===== src/rtl/ohr_pkg.sv =====
package ohr_pkg;

  typedef enum logic [1:0] {
    OP_ADD  = 2'b00,
    OP_SUB  = 2'b01,
    OP_XOR  = 2'b10,
    OP_LOAD = 2'b11
  } ohr_op_e;

  localparam int MAX_LINES = 32;

  function automatic logic single_hot(input logic [MAX_LINES-1:0] v);
    return (v != '0) && ((v & (v - 1'b1)) == '0);
  endfunction

endpackage


===== src/rtl/ohr_rotator.sv =====
module ohr_rotator #(
  parameter int M = 5
) (
  input  logic [M-1:0] data_oh,
  input  logic [M-1:0] amt_oh,
  output logic [M-1:0] rot_oh
);

  logic [M-1:0] leg [M];

  for (genvar k = 0; k < M; k++) begin : g_leg
    for (genvar i = 0; i < M; i++) begin : g_bit
      assign leg[k][(i + k) % M] = data_oh[i];
    end
  end

  always_comb begin
    rot_oh = '0;
    for (int k = 0; k < M; k++) begin
      if (amt_oh[k]) rot_oh = rot_oh | leg[k];
    end
  end

endmodule


===== src/rtl/ohr_encode.sv =====
module ohr_encode #(
  parameter int M = 5,
  localparam int W = (M > 1) ? $clog2(M) : 1
) (
  input  logic [M-1:0] oh,
  output logic [W-1:0] bin
);

  always_comb begin
    bin = '0;
    for (int i = 0; i < M; i++) begin
      if (oh[i]) bin = bin | W'(i);
    end
  end

endmodule


===== src/rtl/ohr_decode.sv =====
module ohr_decode #(
  parameter int M = 5,
  localparam int W = (M > 1) ? $clog2(M) : 1
) (
  input  logic [W-1:0] bin,
  output logic [M-1:0] oh,
  output logic         in_range
);

  for (genvar i = 0; i < M; i++) begin : g_line
    assign oh[i] = (bin == W'(i));
  end

  assign in_range = ({1'b0, bin} < (W+1)'(M));

endmodule


===== src/rtl/ohr_unit.sv =====
module ohr_unit #(
  parameter int M = 5,
  localparam int W = (M > 1) ? $clog2(M) : 1
) (
  input  logic         clk,
  input  logic         rst,
  input  logic [1:0]   op,
  input  logic [M-1:0] data_oh,
  input  logic [M-1:0] shift_oh,
  input  logic [W-1:0] bin_in,
  output logic [M-1:0] res_oh,
  output logic [W-1:0] res_bin,
  output logic         res_ok
);
  import ohr_pkg::*;

  ohr_op_e      op_sel;
  logic         data_ok, shift_ok;
  logic [M-1:0] neg_shift;
  logic [M-1:0] sum_oh, diff_oh, xor_oh, load_oh;
  logic [W-1:0] a_bin, b_bin, x_raw, x_mod;
  logic         x_rng, load_rng;
  logic [M-1:0] nxt_oh;
  logic [W-1:0] nxt_bin;
  logic         nxt_ok;

  assign op_sel   = ohr_op_e'(op);
  assign data_ok  = single_hot(MAX_LINES'(data_oh));
  assign shift_ok = single_hot(MAX_LINES'(shift_oh));

  // Additive inverse of the shift amount: line k moves to line (M-k) mod M.
  for (genvar k = 0; k < M; k++) begin : g_neg
    assign neg_shift[(M - k) % M] = shift_oh[k];
  end

  ohr_rotator #(.M(M)) u_rot_up (.data_oh(data_oh), .amt_oh(shift_oh),  .rot_oh(sum_oh));
  ohr_rotator #(.M(M)) u_rot_dn (.data_oh(data_oh), .amt_oh(neg_shift), .rot_oh(diff_oh));

  ohr_encode #(.M(M)) u_enc_a (.oh(data_oh),  .bin(a_bin));
  ohr_encode #(.M(M)) u_enc_b (.oh(shift_oh), .bin(b_bin));

  // a^b < 2^W < 2M, so one conditional subtraction reduces it.
  assign x_raw = a_bin ^ b_bin;
  assign x_mod = ({1'b0, x_raw} >= (W+1)'(M)) ? W'({1'b0, x_raw} - (W+1)'(M)) : x_raw;

  ohr_decode #(.M(M)) u_dec_x (.bin(x_mod),  .oh(xor_oh),  .in_range(x_rng));
  ohr_decode #(.M(M)) u_dec_l (.bin(bin_in), .oh(load_oh), .in_range(load_rng));

  always_comb begin
    nxt_oh = '0;
    nxt_ok = 1'b0;
    unique case (op_sel)
      OP_ADD:  begin nxt_ok = data_ok && shift_ok;         nxt_oh = sum_oh;  end
      OP_SUB:  begin nxt_ok = data_ok && shift_ok;         nxt_oh = diff_oh; end
      OP_XOR:  begin nxt_ok = data_ok && shift_ok && x_rng; nxt_oh = xor_oh; end
      OP_LOAD: begin nxt_ok = load_rng;                    nxt_oh = load_oh; end
      default: begin nxt_ok = 1'b0;                        nxt_oh = '0;      end
    endcase
    if (!nxt_ok) nxt_oh = '0;
  end

  ohr_encode #(.M(M)) u_enc_r (.oh(nxt_oh), .bin(nxt_bin));

  always_ff @(posedge clk) begin
    if (rst) begin
      res_oh  <= '0;
      res_bin <= '0;
      res_ok  <= 1'b0;
    end else begin
      res_oh  <= nxt_oh;
      res_bin <= nxt_bin;
      res_ok  <= nxt_ok;
    end
  end

endmodule


===== config.mk =====
export PLATFORM = sky130hd
export DESIGN_NAME = ohr_unit
export DESIGN_NICKNAME = d
export VERILOG_FILES = /design/src/rtl/ohr_pkg.sv /design/src/rtl/ohr_rotator.sv /design/src/rtl/ohr_encode.sv /design/src/rtl/ohr_decode.sv /design/src/rtl/ohr_unit.sv
export SDC_FILE = /design/constraint.sdc
export NUM_CORES = 1
export LEC_CHECK = 0
export CAP_MARGIN = 20
export CORE_MARGIN = 2
export CORE_UTILIZATION = 48
export DETAILED_ROUTE_END_ITERATION = 10
export PLACE_DENSITY_LB_ADDON = 0.15
export SKIP_LAST_GASP = 1
export SYNTH_ARGS = -nofsm -noshare
export SYNTH_HDL_FRONTEND = slang
export SYNTH_SLANG_ARGS = --single-unit

===== constraint.sdc =====
create_clock -name clk -period 3.5 [get_ports clk]
set_input_delay 0.7 -clock clk [delete_from_list [all_inputs] [get_ports clk]]
set_output_delay 0.7 -clock clk [all_outputs]
set_load 0.01 [all_outputs]

After elaboration in Yosys (flattened, before gate mapping)
Cells that the tools add are included.
{"block": "word_totals", "mem_bits_rw": 0, "regBits": 9, "latch_bits": 0, "elab_cells": 70, "inputBits": 17, "output_inout_bits": 9, "memories": 0, "romBits": 0}
{"block": "classes", "eq_ne": 11, "n_reduce_logical": 13, "bitwise_logic": 11, "muxes": 25, "n_div": 0, "n_addsub": 3, "n_shift": 0, "magnitude_cmp": 3, "multipliers": 0}
{"op": "5-bit by 32-bit bitwise AND with 32-bit output", "n": 2}
{"op": "32-bit zero test", "n": 2}
{"op": "5-bit two-way mux", "n": 10}
{"op": "5-bit OR", "n": 7}
{"op": "5-bit case mux with 4 select lines", "n": 1}
{"op": "3-bit by 2-bit == test with 1-bit output, second input constant", "n": 4}
{"op": "2-bit two-way mux", "n": 6}
{"op": "3-bit two-way mux", "n": 4}
{"op": "5-bit by 1-bit subtractor with 6-bit output, second input constant", "n": 2}
{"op": "5-bit nonzero test", "n": 2}
{"op": "3-bit by 1-bit == test with 1-bit output, second input constant", "n": 2}
{"op": "3-bit == test, second input constant", "n": 2}
{"op": "3-bit zero test", "n": 2}
{"op": "3-bit < comparator, second input constant", "n": 2}
{"op": "2-bit == test, second input constant", "n": 2}
{"op": "1-bit logical AND", "n": 4}
{"op": "2-bit OR reduction", "n": 2}
{"op": "3-bit greater-or-equal comparator, second input constant", "n": 1}
{"op": "1-bit two-way mux", "n": 3}
{"op": "1-bit case mux with 3 select lines", "n": 1}
{"op": "3-bit subtractor, second input constant", "n": 1}
{"op": "3-bit XOR", "n": 1}
{"op": "2-bit by 1-bit == test with 1-bit output, second input constant", "n": 1}
{"op": "2-bit zero test", "n": 1}
{"op": "1-bit NOT", "n": 1}

Longest topological paths before layout
{"block": "logic_depth", "depth_word": 15, "mapped_depth": 7, "ltp_nobuf": 6}

Modules after synthesis
A second synthesis with hierarchy kept.
{"block": "unflattened", "cells_unflattened": 128, "hier_area_um2": 1088.5}
{"module": "ohr_unit", "area_each_um2": 730.7, "instances": 1, "cells_per_inst": 77, "seq_area_each_um2": 180.2}
{"module": "ohr_rotator", "area_each_um2": 106.4, "instances": 2, "cells_per_inst": 15, "seq_area_each_um2": 0.0}
{"module": "ohr_decode", "area_each_um2": 42.5, "instances": 2, "cells_per_inst": 6, "seq_area_each_um2": 0.0}
{"module": "ohr_encode", "area_each_um2": 20.0, "instances": 3, "cells_per_inst": 3, "seq_area_each_um2": 0.0}

Worst setup path before layout
OpenSTA, ideal clock, no wires.
{"block": "synth_path", "path_type": "input-to-reg", "from": "in shift_oh[0]", "to": "reg res_bin[1]", "t_arrival_ns": 1.946, "t_required_ns": 3.425, "setup_ns": 0.075, "path_slack_ns": 1.479, "path_stages": 7, "n_path_buf": 1, "cell_sequence": "buf_2 -> nor4_1 -> xor2_1 -> o31ai_1 -> nand2_1 -> a41o_1 -> o22ai_1"}
{"block": "synth_between", "elab_chain_cells": 14, "elab_cells_between_ends": 29, "cone_classes": "1 x add/sub; 15 x mux; 8 x bitwise; 5 x reduce/logical"}
{"element": "from (decl)", "line_no": "ohr_unit.sv:9", "rtl": "input logic [M-1:0] shift_oh,"}
{"element": "parallel branches: the longest is 10 deep, another holds 5-bit by 1-bit subtractor with 6-bit output"}
{"element": "5-bit two-way mux *", "line_no": "ohr_unit.sv:59", "rtl": "if (!nxt_ok) nxt_oh = '0;"}
{"element": "2-bit two-way mux", "line_no": "ohr_encode.sv:12", "rtl": "if (oh[i]) bin = bin | W'(i);"}
{"element": "2-bit two-way mux *", "line_no": "ohr_encode.sv:12"}
{"element": "3-bit two-way mux *", "line_no": "ohr_encode.sv:12"}
{"element": "to (signal assigned)", "line_no": "ohr_unit.sv:71", "rtl": "res_bin <= nxt_bin;"}
{"element": "to (decl)", "line_no": "ohr_unit.sv:12", "rtl": "output logic [W-1:0] res_bin,"}
Every way passes the cells marked *.
A chain may end at the register's enable or synchronous reset.

Worst setup path after layout
{"block": "layout_path", "from": "in data_oh[3]", "to": "reg res_bin[1]"}
{"block": "layout_between", "elab_chain_cells": 13, "elab_cells_between_ends": 38, "cone_classes": "2 x add/sub; 2 x order compare; 2 x eq/ne; 18 x mux; 9 x bitwise; 5 x reduce/logical"}
{"element": "from (decl)", "line_no": "ohr_unit.sv:8", "rtl": "input logic [M-1:0] data_oh,"}
{"element": "parallel branches: the longest is 10 deep, another holds 3-bit subtractor"}
{"element": "5-bit two-way mux *", "line_no": "ohr_unit.sv:59"}
{"element": "2-bit two-way mux *", "line_no": "ohr_encode.sv:12"}
{"element": "3-bit two-way mux *", "line_no": "ohr_encode.sv:12"}
Marks and branches as above.

==> metrics <==
register area=between 150 and 200 um^2; vias per cell=6.687; Crit path max-delay family=buffers and inverters; Period Utilization, post-route=75.26%; Total Wirelength=2386 um; final setup violation count=0; io pins=26; fin nets=152; post-CTS resize count=0; Seq/Total Area, Yosys=19.05%; Buf/Inv on CP=1; CP arrival=2.81 ns; share of cells above drive strength 1=6.015%; Max Cap Viol=0; Synth Register Bits=8; Cell Area, Synth=around 840 um^2; Cell Rows=15; vias=1003; Fin Setup TNS=0 ns; most frequent cells in the layout=clkdlybuf4s50_1 (25), a22oi_1 (17), nor2_1 (15); Syn Area/Cell=about 7.2 um^2; Cell variety after synth=35; number of buffers added for setup after CTS=0; Setup CP Type=in2reg; Worst setup SP type=input pin; minimum clock period=2.634 ns; RSZ-0062 raised after global routing=no; post-synthesis cell count=116; static leakage=between 0.3 and 0.4 nW; clock buffer count from CTS=3; Logic pwr share=42.2%; Clock Path Buffers=2; XOR/XNOR Fraction of Synth Area=7.292%; FMAX=~380 MHz; clock share of power=23.7%; Rel. slew slack=65.01%; commonest non-fill, non-tap cell in the layout=clkdlybuf4s50_1; Reg clk slew, reported paths=0.05 ns; Chip Width=45.86 um; total iterations of the first detailed-routing run=4; H-Tree Depth=1; GRT Residual Overflow=0; Chip Height=between 40 and 50 um; status=finished, final reports clean; final hold violations=0; Antenna diodes=0; final cell count without fillers=150; port bufs=25; Remaining DRCs=0; Placed Cells=approximately 150; worst vdd ir=0.1065 mV; die area=2103 um^2; Pint=between 150 and 200 uW; mux contribution to synthesized area=0%; Worst Tran Pin Value=0.5232 ns; Worst Path Required=about 3.7 ns; DRT iter0 DRCs=34; post-synthesis compound-gate area fraction=45.09%; global-route wire length before repair=3843 um; slowest stage delay, CP=about 0.67 ns; largest family of logic cells by synthesized area=compound AO/OA/AOI/OAI gates; fillcell total=159; Synth Area in Simple Gates=18.01%; GRT Overall Usage=24.76%; Hold Path Class=in2reg; fin. max-slew vios=0; antenna violation net count after detailed routing=0; yosys warns=0; largest net degree at the start of global routing=15; CP cell instances=clkdlybuf4s50_1 -> nor4_1 -> xor2_1 -> o31ai_1 -> nand2_1 -> a41o_1 -> o22ai_1; core region area=roughly 1700 um^2; sequential power share=34.1%; CTS tree=yes; Worst Setup End Kind=flop; DPL Wire Length=between 1500 and 2000 um; multi-input logic area=a little under 600 um^2; Power Dens Cells=264.0 nW/um^2; initial antenna violation count=0; Switching Fraction=approximately 33%; vias in the first global route=roughly 860; critical path's slowest cell=clkdlybuf4s50_1; Switch Pwr=~94 uW; Area Growth Syn to Fin=27.08%; CTS Root Cell=clkbuf_4; CTS Sinks=8; initial core utilization=49.78%; post-synthesis net count=133; wire length per cell=~16 um; Routability Congestion=0.8920; Max Fanout on Critical Path=14; CTS Hold Buffers Added=0; Post-Synth Adder-Cell Area=0%
## state kept, by name (all words and copies together) (netlist names)
name,count
res_oh,5
res_bin,2
res_ok,1
## Yosys cell counts (all sizes together)
cell type	instances	area [um^2]
a22oi	19	152.6
nor2	15	56.30
buf	11	70.07
nand2	11	41.29
dfxtp	8	160.2
a21oi	7	35.03
a41oi	4	35.03
o22ai	4	25.02
xor2	4	35.03
o21ai	3	15.01
xnor2	3	26.28
a211oi	2	15.01
a31oi	2	12.51
a41o	2	20.02
clkbuf	2	11.26
inv	2	7.510
nor3	2	10.01
nor4	2	12.51
a2111oi	1	8.760
a311oi	1	8.760
a31o	1	8.760
a32o	1	10.01
and2b	1	7.510
and3	1	6.260
nand3	1	5.000
nand4	1	6.260
o2111ai	1	8.760
o21a	1	7.510
o22a	1	8.760
o31ai	1	7.510
or2	1	6.260
## through the flow
stage / hold slack [ns] / cell area [um^2] / util [%] / setup WS [ns] / power (mW)
finish: 1.234 / 1069 / 63.26 / 0.8660 / 0.2821
global route: 1.230 / 1069 / 63.26 / 0.6699 / 0.3027
CTS: 1.222 / 1069 / 63.26 / 0.8566 / 0.2821
detailed placement: 1.436 / 1046 / 61.93 / 0.6021 / 0.2153
global placement: 1.437 / 1046 / 61.93 / 0.6137 / 0.2141
floorplan: 0.9499 / 840.8 / - / 1.479 / 0.1739
## final cells by class
type	instances	share of cell area, %
well taps	17	1.991
repair buffers	27	24.82
clock buffers	3	2.108
inverters	2	0.7026
flip-flops and latches	8	14.99
multi-input cells	93	55.39
## metal layers
layer	part of all wire (%)	track usage, %
met5	0	0
met4	0	6.857
met3	8.5	6.349
met2	47	36.94
met1	44	34.83
## worst paths after layout
kind / start / end / slack (ns) / cells after the start
max: data_oh[3] / res_bin[1] / 0.87 / 7
min: op[1] / res_oh[0] / 1.23 / 3
## logic make-up after synthesis
family	count (synthesis)
AOI/OAI and AO/OA	51
xor gates and xnor gates	7
buffers and inverters	15
DFF	8
and+or+nand+nor	35
## power groups by stage
stage / clock network, mW / registers, mW / logic, mW
2_1_floorplan: 0 / 0.100 / 0.0735
3_3_place_gp: 0 / 0.0981 / 0.116
3_5_place_dp: 0 / 0.0982 / 0.117
4_1_cts: 0.0681 / 0.0964 / 0.118
5_1_grt: 0.0764 / 0.0967 / 0.130
6_report: 0.0669 / 0.0963 / 0.119
Note: power is estimated with default switching activity, not from simulation.
